<file path="config.mk">
export PLATFORM = sky130hd
export DESIGN_NAME = cwf_refill
export DESIGN_NICKNAME = d
export VERILOG_FILES = /design/src/rtl/cwf_refill.sv
export SDC_FILE = /design/constraint.sdc
export NUM_CORES = 1
export LEC_CHECK = 0
export ABC_AREA = 1
export BUFFER_PORTS_ARGS = -buffer_cell sky130_fd_sc_hd__buf_4
export CAP_MARGIN = 10
export CORE_MARGIN = 4
export CORE_UTILIZATION = 28
export DETAILED_ROUTE_END_ITERATION = 10
export PLACE_DENSITY_LB_ADDON = 0.2
export SLEW_MARGIN = 20
export SYNTH_ARGS = -nofsm -noshare
export SYNTH_HDL_FRONTEND = slang
export SYNTH_SLANG_ARGS = --single-unit
</file>
<file path="constraint.sdc">
create_clock -name clk -period 2.6 [get_ports clk]
set_input_delay 0.13 -clock clk [delete_from_list [all_inputs] [get_ports clk]]
set_output_delay 0.13 -clock clk [all_outputs]
set_load 0.01 [all_outputs]
</file>
<file path="src/rtl/cwf_refill.sv">
module cwf_refill #(
  parameter int ADDR_W      = 32,
  parameter int WORD_W      = 32,
  parameter int CHUNK_WORDS = 2,
  parameter int CHUNKS      = 4
) (
  input  logic                                 clk,
  input  logic                                 rst_n,
  input  logic                                 miss_valid,
  input  logic [ADDR_W-1:0]                    miss_addr,
  input  logic                                 miss_cwf,
  output logic                                 busy,
  output logic                                 req_valid,
  output logic [ADDR_W-1:0]                    req_addr,
  input  logic                                 req_ready,
  input  logic                                 chunk_valid,
  input  logic [WORD_W*CHUNK_WORDS-1:0]        chunk_data,
  output logic                                 restart_valid,
  output logic [WORD_W-1:0]                    restart_data,
  output logic                                 fill_done,
  output logic [WORD_W*CHUNK_WORDS*CHUNKS-1:0] fill_line
);
  localparam int CHUNK_W  = WORD_W * CHUNK_WORDS;
  localparam int LINE_W   = CHUNK_W * CHUNKS;
  localparam int BYTE_B   = $clog2(WORD_W / 8);
  localparam int WSEL_W   = $clog2(CHUNK_WORDS);
  localparam int CSEL_W   = $clog2(CHUNKS);
  localparam int CHUNK_LO = BYTE_B + WSEL_W;
  localparam int LINE_LO  = CHUNK_LO + CSEL_W;

  typedef enum logic [1:0] {S_IDLE, S_REQ, S_FILL} state_t;

  state_t                    st_q;
  logic [ADDR_W-LINE_LO-1:0] tag_q;
  logic [CSEL_W-1:0]         crit_q, start_q, cnt_q, slot;
  logic [WSEL_W-1:0]         wsel_q;
  logic [LINE_W-1:0]         line_q;
  logic                      accept, take, last;

  assign accept    = miss_valid && (st_q == S_IDLE);
  assign take      = chunk_valid && (st_q == S_FILL);
  assign last      = cnt_q == CSEL_W'(CHUNKS - 1);
  assign slot      = start_q + cnt_q;
  assign busy      = st_q != S_IDLE;
  assign req_valid = st_q == S_REQ;
  assign req_addr  = {tag_q, start_q, {CHUNK_LO{1'b0}}};
  assign fill_line = line_q;

  always_ff @(posedge clk or negedge rst_n) begin
    if (!rst_n) begin
      st_q    <= S_IDLE;
      tag_q   <= '0;
      crit_q  <= '0;
      start_q <= '0;
      wsel_q  <= '0;
      cnt_q   <= '0;
    end else begin
      case (st_q)
        S_IDLE: if (accept) begin
          st_q    <= S_REQ;
          tag_q   <= miss_addr[ADDR_W-1:LINE_LO];
          crit_q  <= miss_addr[LINE_LO-1:CHUNK_LO];
          wsel_q  <= miss_addr[CHUNK_LO-1:BYTE_B];
          start_q <= miss_cwf ? miss_addr[LINE_LO-1:CHUNK_LO] : '0;
          cnt_q   <= '0;
        end
        S_REQ: if (req_ready) st_q <= S_FILL;
        S_FILL: if (take) begin
          cnt_q <= cnt_q + 1'b1;
          if (last) st_q <= S_IDLE;
        end
        default: st_q <= S_IDLE;
      endcase
    end
  end

  always_ff @(posedge clk or negedge rst_n) begin
    if (!rst_n) begin
      line_q        <= '0;
      restart_valid <= 1'b0;
      restart_data  <= '0;
      fill_done     <= 1'b0;
    end else begin
      restart_valid <= take && (slot == crit_q);
      fill_done     <= take && last;
      if (take) begin
        line_q[slot*CHUNK_W +: CHUNK_W] <= chunk_data;
        if (slot == crit_q) restart_data <= chunk_data[wsel_q*WORD_W +: WORD_W];
      end
    end
  end


  restart_pulse_chk: assert property (@(posedge clk) disable iff (!rst_n)
    restart_valid |=> !restart_valid);

  done_pulse_chk: assert property (@(posedge clk) disable iff (!rst_n)
    fill_done |=> !fill_done);

  busy_end_chk: assert property (@(posedge clk) disable iff (!rst_n)
    $fell(busy) |-> fill_done);

  req_in_busy_chk: assert property (@(posedge clk) disable iff (!rst_n)
    req_valid |-> busy);

  req_first_chk: assert property (@(posedge clk) disable iff (!rst_n)
    $rose(busy) |-> req_valid);

  req_hold_chk: assert property (@(posedge clk) disable iff (!rst_n)
    (req_valid && !req_ready) |=> (req_valid && $stable(req_addr)));

  no_restart_in_req_chk: assert property (@(posedge clk) disable iff (!rst_n)
    req_valid |=> !restart_valid);
endmodule

</file>
==> out/qor.csv, run 1 <==
metric,value,unit
start_kind,flip-flop,
synth_edf_count,0,
synth_mux_area_frac,0.0263,
grt_pass1_wl,85300,µm
wl,57000,µm
slew_headroom,0.442,
vias,12800,
clock_latency,550,ps
grt_pass1_vias,12900,
avgSynthCellArea,9.12,µm²
required,3070,ps
globalplace.congestion,0.772,
ys_ff_latch,326,
final.setup.tns,0,ps
path_class,flip-flop to flip-flop,
grt_max_degree,110,
routed_via_density,4.90,
synth_cells,1504,
ir_drop,1.70,mV
port-buffer-count,420,
num_rows,80,
hpwlAfterDp,37700,µm
synthArstFlopShare,1.00,
synth.distinct_cells,27,
wl_per_cell,21.7,µm
clk_pin_slew_worst_paths,60,ps
synth_top_flop_cell,dfrtp_1,
cts.sinks,326,
numCtsBuffers,39,
cp.arrival,2800,ps
crit_fanout,54,
final_antenna_net_count,0,
drc,0,
dieArea,52600,µm²
globalRouteOverflowTotal,0,
pwr_density_cell,1260,nW/µm²
final-setup-viol-count,0,
cts_tree,yes,
track_usage,0.210,
drv_cap,0,
drt_iter0_markers,906,
period_needed,2340,ps
initial_core_util,0.285,
hold_class,primary input to flip-flop,
leakagePower,0.00989,µW
final_net_count,2081,
pre_cts_ws,271,ps
fin_util,0.413,
period_share,0.899,
synth-compound-area-share,0.120,
end_kind,flip-flop,
yosys_warnings,0,
antenna_found_initial,0,
status,"finished, final reports clean",
die_h,229,µm
cts-htree-levels,2,
cts.repair.resized,0,
worst_pin_slew,837,ps
io_pins,426,
dieWidth,229,µm
synthXorXnorAreaFrac,0.000639,
area_growth,44.8,%
hold_viol_final,0,
synth-simple-area-share,0.208,
synth_top_family_by_area,simple AND/OR/NAND/NOR gates,
drt_pass1_iterations,6,
cts_root_buffer,clkbuf_16,
rsz0062_at_grt,false,
drv_slew,0,
netlist_area,13700,µm²
max_freq,428,MHz
seq_area_frac_synth,0.595,
layout_setup_ws,263,ps
core_area,48000,µm²
cts_buffer_depth,3,
synthAdderAreaFrac,0.00365,
power,25000,µW
fin_skew,20.3,ps
drive_gt1_frac,0.284,
synth_stat cells (3+ instances only):
library cell / instances / area (µm²)
nor2_1: 5 / 18.8
buf_4: 3 / 22.5
nand4_1: 65 / 407
buf_6: 6 / 67.6
o21ai_1: 56 / 280
clkbuf_1: 84 / 315
nor2_2: 3 / 18.8
nand2_1: 487 / 1830
mux2_2: 32 / 360
inv_1: 13 / 48.8
nand3_1: 106 / 531
dfrtp_1: 326 / 8160
buf_2: 34 / 170
ha_1: 4 / 50.1
o21ai_0: 268 / 1340
final timing paths:
check	startpoint	to	slack [ps]	depth (start not counted)
worst min-delay path	miss_valid	st_q[0]	40	4
worst min register to register	restart_data[21]	restart_data[21]	470	2
max in group asynchronous	rst_n	fill_line[23]	1520	3
worst max-delay path	start_q[0]	fill_line[77]	260	10
min in group asynchronous	rst_n	fill_line[174]	130	2
worst max register to register	start_q[0]	fill_line[77]	260	10
placed cells by master, fill, tap and decap left out, drive strengths merged, types with 3 or more instances in the layout:
cell | synthesis | final
nand3 | 107 | 107
nor2 | 9 | 9
nand2 | 488 | 488
clkinv | 1 | 6
buf | 43 | 458
conb | 1 | 3
inv | 14 | 15
mux2 | 32 | 32
clkbuf | 85 | 57
nand4 | 65 | 65
dfrtp | 326 | 326
dlygate4sd3 | 0 | 98
ha | 4 | 4
bufinv | 0 | 4
o21ai | 324 | 324
clkinvlp | 0 | 3
power breakdown:
part           switching [µW]  leakage [µW]  total (µW)  internal (µW)
clock                    2210      0.000659        5740           3530
combinational            7560       0.00482       11500           3980
sequential               1070       0.00442        7710           6640
logic make-up after synthesis:
group                      count (synthesis)
other                                      1
adders and majority gates                  4
AOI/OAI and AO/OA                        327
xor gates and xnor gates                   1
and+or+nand+nor                          670
buffers and inverters                    143
muxes                                     32
DFF                                      326
critical path, stage by stage, from the launching register on:
cell     delay, ps
dfrtp_1        430
ha_4           170
inv_1           50
nand3_1        110
nand2_1        140
ha_1           400
inv_2           70
nor2_1         160
nand4_1        230
buf_12         270
o21ai_0        210
area by class of cell:
cell class	instances	area [µm²]
Timing Repair Buffer	556	4550
Tap cell	615	769
Inverter	15	58.8
Multi-Input combinational cell	1037	4970
Clock buffer	57	1180
Clock inverter	13	173
Sequential cell	326	8160
Fill cell	4717	28200
Antenna cell	1	2.50
what timing repair did:
item / in CTS / in global routing
hold buffers: 98 / 0
endpoints found under the hold margin: 405 / 0
setup buffers: 0 / 0
through the flow:
step	hold slack [ps]	instance area, µm²	std cells
CTS	14.2	19900	2619
floorplan	-166	13700	1506
finish	42.3	19900	2620
global placement	122	17500	2451
global route	48.4	19900	2619
detailed placement	120	17500	2451
registers in the layout (all words and copies together) (netlist names):
| signal | flops |
|---|---|
| crit_q | 2 |
| start_q | 2 |
| wsel_q | 1 |
| st_q | 2 |
| restart_valid | 1 |
| cnt_q | 2 |
| fill_line | 256 |
| restart_data | 32 |
| fill_done | 1 |
| tag_q | 27 |
metal layers:
| metal | share of wire | track usage | routed length (µm) |
|---|---|---|---|
| met5 | 0 | 0 | 0 |
| met4 | 0.027 | 0.0649 | 1560 |
| met3 | 0.073 | 0.0533 | 4170 |
| met2 | 0.48 | 0.348 | 27500 |
| met1 | 0.42 | 0.272 | 23800 |
Note: power is estimated with default switching activity, not from simulation.
==> inputs of run 2 (changes only) <==
- ABC_AREA: 1 -> 0
==> run 2 against run 1 <==
Effect of this change:
- power shrank 3.5%
- hold slack improved by 74 ps
- synthesized cell count decreased by 21%
- clock-buffer cell count is 3 higher
- first-iteration DRC count fell by 24%
- combinational power down 10%
- fmax down 3.2%
- critical path type unchanged
- largest power group unchanged
==> out/qor.csv, run 2 <==
metric,value,unit,change
initial_core_util,0.285,,about the same
slew_headroom,0.618,,was 0.442
port-buffer-count,420,,unchanged
netlist_area,13000,µm²,was 13700 µm²
synth.distinct_cells,30,,was 27
period_needed,2410,ps,was 2340 ps
synth_area_leaders,"dfrtp_1, mux2_2, nand2_1",,"was dfrtp_1, nand2_1, o21ai_0"
synth_mux_area_frac,0.0835,,was 0.0263
synthAdderAreaFrac,0.00385,,was 0.00365
drv_cap,0,,unchanged
routed_via_density,4.58,,was 4.90
yosys_warnings,0,,unchanged
max_freq,414,MHz,was 428 MHz
p_sw,8840,µW,was 10800 µW
final-setup-viol-count,0,,unchanged
hold_class,primary input to async pin,,was primary input to flip-flop
cts_tree,yes,,unchanged
cts_buffer_depth,3,,unchanged
worst_pin_slew,573,ps,was 837 ps
p_clk_frac,0.223,,was 0.230
dp.cells,2157,,was 2451
final.setup.tns,0,ps,unchanged
max_stage_delay,470,ps,was 430 ps
final_cell_mix,"buf_4, dfrtp_1, nand2_1",,"was nand2_1, buf_4, dfrtp_1"
pwr_density_cell,1250,nW/µm²,was 1260 nW/µm²
dieWidth,223,µm,was 229 µm
synth.most_common_cell,dfrtp_1,,was nand2_1
antenna_found_initial,1,,was 0
hold_ws,116,ps,was 42.3 ps
synth_top_flop_cell,dfrtp_1,,unchanged
pre_cts_ws,127,ps,was 271 ps
synth_top_area_share,0.628,,was 0.595
fill_cells,4324,,was 4717
final_net_count,1804,,was 2081
antenna_cells,0,,was 1
grt_pass1_vias,11000,,was 12.9k
fin_skew,8.68,ps,was 20.3 ps
synth-compound-area-share,0.121,,was 0.120
slowest_stage,bufbuf_16,,was dfrtp_1
synth_top_family_by_area,compound AO/OA/AOI/OAI gates,,was simple AND/OR/NAND/NOR gates
seq_area_frac_synth,0.628,,was 0.595
wl,48200,µm,was 57000 µm
path_buf_inv,1,,was 3
postCtsSetupBuffers,0,,unchanged
p_sw_frac,0.366,,was 0.433
seqPwrFrac,0.352,,was 0.308
clk_pin_slew_worst_paths,60,ps,about the same
p_int,15300,µW,was 14200 µW
rsz0062_at_grt,false,,unchanged
ys_ff_latch,326,,unchanged
layout_setup_ws,185,ps,was 263 ps
cp_top_family,buffers and inverters,,was simple AND/OR/NAND/NOR gates
globalRouteOverflowTotal,0,,unchanged
final_antenna_net_count,0,,unchanged
numCtsBuffers,38,,was 39
globalplace.congestion,0.784,,was 0.772
drt_pass1_iterations,5,,was 6
cp.arrival,2890,ps,was 2800 ps
drt_iter0_markers,693,,was 906
synthArstFlopShare,1.00,,unchanged
dieArea,49900,µm²,was 52600 µm²
synthTopCellsByCount,"dfrtp_1, nand2_1, o21ai_0, mux2_2, inv_1",,"was nand2_1, dfrtp_1, o21ai_0, nand3_1, clkbuf_1"
area_growth,48.6,%,was 44.8%
die_h,223,µm,was 229 µm
instances_no_fill,2325,,was 2620
period_share,0.929,,was 0.899
core_area,45600,µm²,was 48000 µm²
final_common_cell,buf_4,,was nand2_1
crit_fanout,64,,was 54
grt_pass1_wl,72200,µm,was 85300 µm
synthXorXnorAreaFrac,0.00318,,was 0.000639
cts_root_buffer,clkbuf_16,,unchanged
wl_per_cell,20.7,µm,was 21.7 µm
track_usage,0.188,,was 0.210
drv_slew,0,,unchanged
cts-htree-levels,2,,unchanged
num_rows,78,,was 80
synth_cells,1194,,was 1504
vias,10600,,was 12.8k
start_kind,flip-flop,,unchanged
grt_max_degree,105,,was 110
avgSynthCellArea,10.9,µm²,was 9.12 µm²
clock_latency,540,ps,was 550 ps
path_class,flip-flop to flip-flop,,unchanged
synth_edf_count,0,,unchanged
drive_gt1_frac,0.358,,was 0.284
ir_drop,0.686,mV,was 1.70 mV
leakagePower,0.00925,µW,was 0.00989 µW
end_kind,flip-flop,,unchanged
hold_viol_final,0,,unchanged
synth_area_leader_cell,dfrtp_1,,unchanged
largest_register_ffs,256,,unchanged
hpwlAfterDp,33100,µm,was 37700 µm
cts.sinks,326,,unchanged
required,3070,ps,about the same
path_cells,ha_1 -> xnor3_2 -> ha_2 -> nand2_2 -> nor4b_2 -> bufbuf_16 -> a22o_1,,was ha_4 -> inv_1 -> nand3_1 -> nand2_1 -> ha_1 -> inv_2 -> nor2_1 -> nand4_1 -> buf_12 -> o21ai_0
drc,0,,unchanged
synth-simple-area-share,0.108,,was 0.208
status,"finished, final reports clean",,unchanged
comb_power_share,0.426,,was 0.462
io_pins,426,,unchanged
==> run 2: cell types whose count changed after synthesis, moves of 40 or more <==
cell | before | now
nand2_1 | 487 | 262
o21ai_0 | 268 | 194
a22o_1 | 1 | 66
nand4_1 | 65 | 0
mux2_2 | 32 | 91
inv_1 | 13 | 70
o21ai_1 | 56 | 0
nand3_1 | 106 | 66
==> run 2: power by group through the flow <==
stage	sequential (µW)	combinational (µW)	clock, µW
after floorplan	9180	3750	0
after global placement	8480	10100	0
final	8480	10300	5370
after CTS	8500	10400	5550
after global routing	8730	11200	5740
after detailed placement	8540	10300	0
==> run 2: layout make-up <==
| cell class | instances | area (µm²) | area share |
|---|---|---|---|
| Tap cell | 600 | 751 | 0.0389 |
| Multi-Input combinational cell | 710 | 4210 | 0.218 |
| Clock buffer | 60 | 1200 | 0.0621 |
| Timing Repair Buffer | 552 | 4650 | 0.241 |
| Inverter | 70 | 263 | 0.0136 |
| Sequential cell | 326 | 8160 | 0.423 |
| Clock inverter | 7 | 62.6 | 0.00324 |
==> run 2: through the flow <==
step	util	power [µW]	instance area [µm²]
CTS	0.423	24500	19300
global route	0.423	25700	19300
global placement	0.373	18600	17000
detailed placement	0.373	18800	17000
finish	0.423	24100	19300
floorplan	-	12900	13000
==> run 2: worst paths after layout <==
kind	startpoint	endpoint	slack [ps]	depth (start not counted)
min in group clk	miss_addr[18]	tag_q[13]	370	3
max reg2reg	cnt_q[0]	fill_line[59]	190	7
min reg2reg	fill_line[120]	fill_line[120]	480	2
max	cnt_q[0]	fill_line[59]	190	7
max in group asynchronous	rst_n	fill_line[42]	1590	4
min	rst_n	fill_line[244]	120	2
==> run 2: routing by layer <==
metal	wire length, µm	part of all wire	global-route usage
met2	22800	0.47	0.309
met4	1380	0.029	0.0612
met5	0	0	0
met1	20200	0.42	0.240
met3	3820	0.079	0.0555
==> run 2: cells by family after synthesis <==
group,Yosys count
flip-flops,326
buffers and inverters,160
AO/OA/AOI/OAI,263
AND/OR/NAND/NOR,342
multiplexers,95
adder cells (fa/ha/maj),4
XOR/XNOR,3
other,1
==> run 2: timing repair <==
action / 4_1_cts / 5_1_grt
endpoints found under the hold margin: 407 / 0
hold buffers: 101 / 0
resized for setup: 0 / 2
setup endpoints to repair: 0 / 3
==> inputs of run 3 (changes only) <==
- PLACE_DENSITY_LB_ADDON: 0.2 -> not set
- SETUP_SLACK_MARGIN: not set -> 0.2
==> run 3 against run 2 <==
Effect of this change:
- clock power is 1% lower
- fmax rose by 3.8%
- combinational power grew 4%
- critical path depth unchanged
- cell area increased by 0.45%
- global-route usage down 0.35 points
- routed wire length rose by 1.4%
- critical path type unchanged
- first-iteration DRC count increased by 1.7%
- register-to-register slack improved by 90 ps
- clock-buffer cell count decreased by 6
- power rose by 1.2%
- via count is 3.1% higher
==> out/qor.csv, run 3 (synthesized netlist as in run 2, its figures left out) <==
metric,value,unit,change
final.setup.tns,0,ps,unchanged
clk_pin_slew_worst_paths,60,ps,about the same
pwr_density_cell,1260,nW/µm²,was 1250 nW/µm²
ir_drop,0.812,mV,was 0.686 mV
hold_ws,136,ps,was 116 ps
cts_root_buffer,clkbuf_16,,unchanged
wl_per_cell,21.0,µm,was 20.7 µm
crit_fanout,16,,was 64
routed_via_density,4.73,,was 4.58
globalRouteOverflowTotal,0,,unchanged
final_cell_mix,"buf_4, dfrtp_1, nand2_1",,unchanged
drive_gt1_frac,0.358,,about the same
area_growth,49.2,%,was 48.6%
globalplace.congestion,0.787,,was 0.784
grt_max_degree,79,,was 105
status,"finished, final reports clean",,unchanged
rsz0062_at_grt,true,,was false
track_usage,0.185,,was 0.188
final-setup-viol-count,0,,unchanged
hold_class,primary input to async pin,,unchanged
final_antenna_net_count,0,,unchanged
drt_iter0_markers,705,,was 693
path_cells,ha_1 -> xnor3_2 -> buf_4 -> xor2_1 -> and3_4 -> clkbuf_16 -> mux2_2,,was ha_1 -> xnor3_2 -> ha_2 -> nand2_2 -> nor4b_2 -> bufbuf_16 -> a22o_1
period_needed,2330,ps,was 2410 ps
end_kind,flip-flop,,unchanged
drv_cap,0,,unchanged
slew_headroom,0.651,,was 0.618
reg2reg_from,cnt_q[0],,unchanged
grt_pass1_wl,71400,µm,was 72200 µm
drv_slew,0,,unchanged
hold_viol_final,0,,unchanged
fin_skew,11.3,ps,was 8.68 ps
cts-htree-levels,2,,unchanged
io_pins,426,,unchanged
initial_core_util,0.285,,unchanged
path_class,flip-flop to flip-flop,,unchanged
leakagePower,0.00928,µW,was 0.00925 µW
worst_pin_slew,524,ps,was 573 ps
required,3010,ps,was 3070 ps
antenna_found_initial,1,,unchanged
max_stage_delay,430,ps,was 470 ps
r2r_setup_slack,270,ps,was 190 ps
core_area,45600,µm²,unchanged
crit_start,cnt_q[0],,unchanged
num_rows,78,,unchanged
die_h,223,µm,unchanged
cts.sinks,326,,unchanged
fill_cells,4262,,was 4324
cts_buffer_depth,3,,unchanged
dieWidth,223,µm,unchanged
start_kind,flip-flop,,unchanged
numCtsBuffers,37,,was 38
drc,0,,unchanged
hpwlAfterDp,32300,µm,was 33100 µm
grt_pass1_vias,11000,,about the same
largest_register_ffs,256,,unchanged
port-buffer-count,420,,unchanged
slowest_stage,dfrtp_2,,was bufbuf_16
period_share,0.895,,was 0.929
wl,48900,µm,was 48200 µm
clock_latency,530,ps,was 540 ps
layout_setup_ws,273,ps,was 185 ps
final_common_cell,buf_4,,unchanged
rr_worst_depth,7,,unchanged
pre_cts_ws,95.7,ps,was 127 ps
max_freq,430,MHz,was 414 MHz
cp.arrival,2740,ps,was 2890 ps
cts_tree,yes,,unchanged
vias,11000,,was 10.6k
dieArea,49900,µm²,unchanged
worstReg2RegEnd,restart_data[3],,was fill_line[59]
final_net_count,1805,,was 1804
drt_pass1_iterations,5,,unchanged
[run 3: final cells by class]
class	instances	area (µm²)	share of cell area
Clock inverter	8	146	0.00755
Tap cell	600	751	0.0387
Inverter	70	263	0.0136
Sequential cell	326	8160	0.421
Clock buffer	54	1070	0.0552
Multi-Input combinational cell	710	4250	0.219
Timing Repair Buffer	554	4740	0.245
Antenna cell	1	2.50	0.000129
[run 3: worst max path at each step]
stage                       endpoint  slack, ps  cells past startpoint
global placement       fill_line[58]        200                      7
global route        restart_data[27]        170                      7
floorplan              fill_line[68]        230                      8
finish               restart_data[3]        270                      7
CTS                    fill_line[95]        210                      7
detailed placement     fill_line[59]        100                      7
[run 3: per-layer routing]
layer,global-route usage,up-vias,share of wire
li1,-,5004,-
met1,0.238,5463,0.42
met2,0.305,434,0.48
met3,0.0508,77,0.077
met4,0.0547,0,0.025
met5,0,-,0
[run 3: stage by stage]
stage	utilization	instance area, µm²	instances	total power, µW
2_1_floorplan	-	13000	1196	12900
3_3_place_gp	0.373	17000	2153	18600
3_5_place_dp	0.373	17000	2153	18800
4_1_cts	0.423	19300	2318	24600
5_1_grt	0.425	19400	2323	26000
6_report	0.425	19400	2323	24400
[run 3: worst max-delay path: cells and delay by family (launching register included)]
kind | cells | cell delay [ps]
buffers and inverters | 2 | 400
multiplexers | 1 | 350
flip-flops | 1 | 430
XOR/XNOR | 2 | 590
AND/OR/NAND/NOR | 1 | 250
adder cells (fa/ha/maj) | 1 | 190
[run 3: power breakdown]
group	leakage [µW]	internal, µW	switching, µW
Sequential	0.00426	7130	1290
Clock	0.000593	3240	2080
Combinational	0.00443	5080	5580
Total	0.00928	15400	8950
[run 3: timing repair]
action	CTS	global route
hold buffers	100	0
endpoints found under the setup margin	153	168
pin swaps	1	1
resized for setup	6	8
gates cloned	1	3
endpoints found under the hold margin	399	0
buffers inserted	2	1
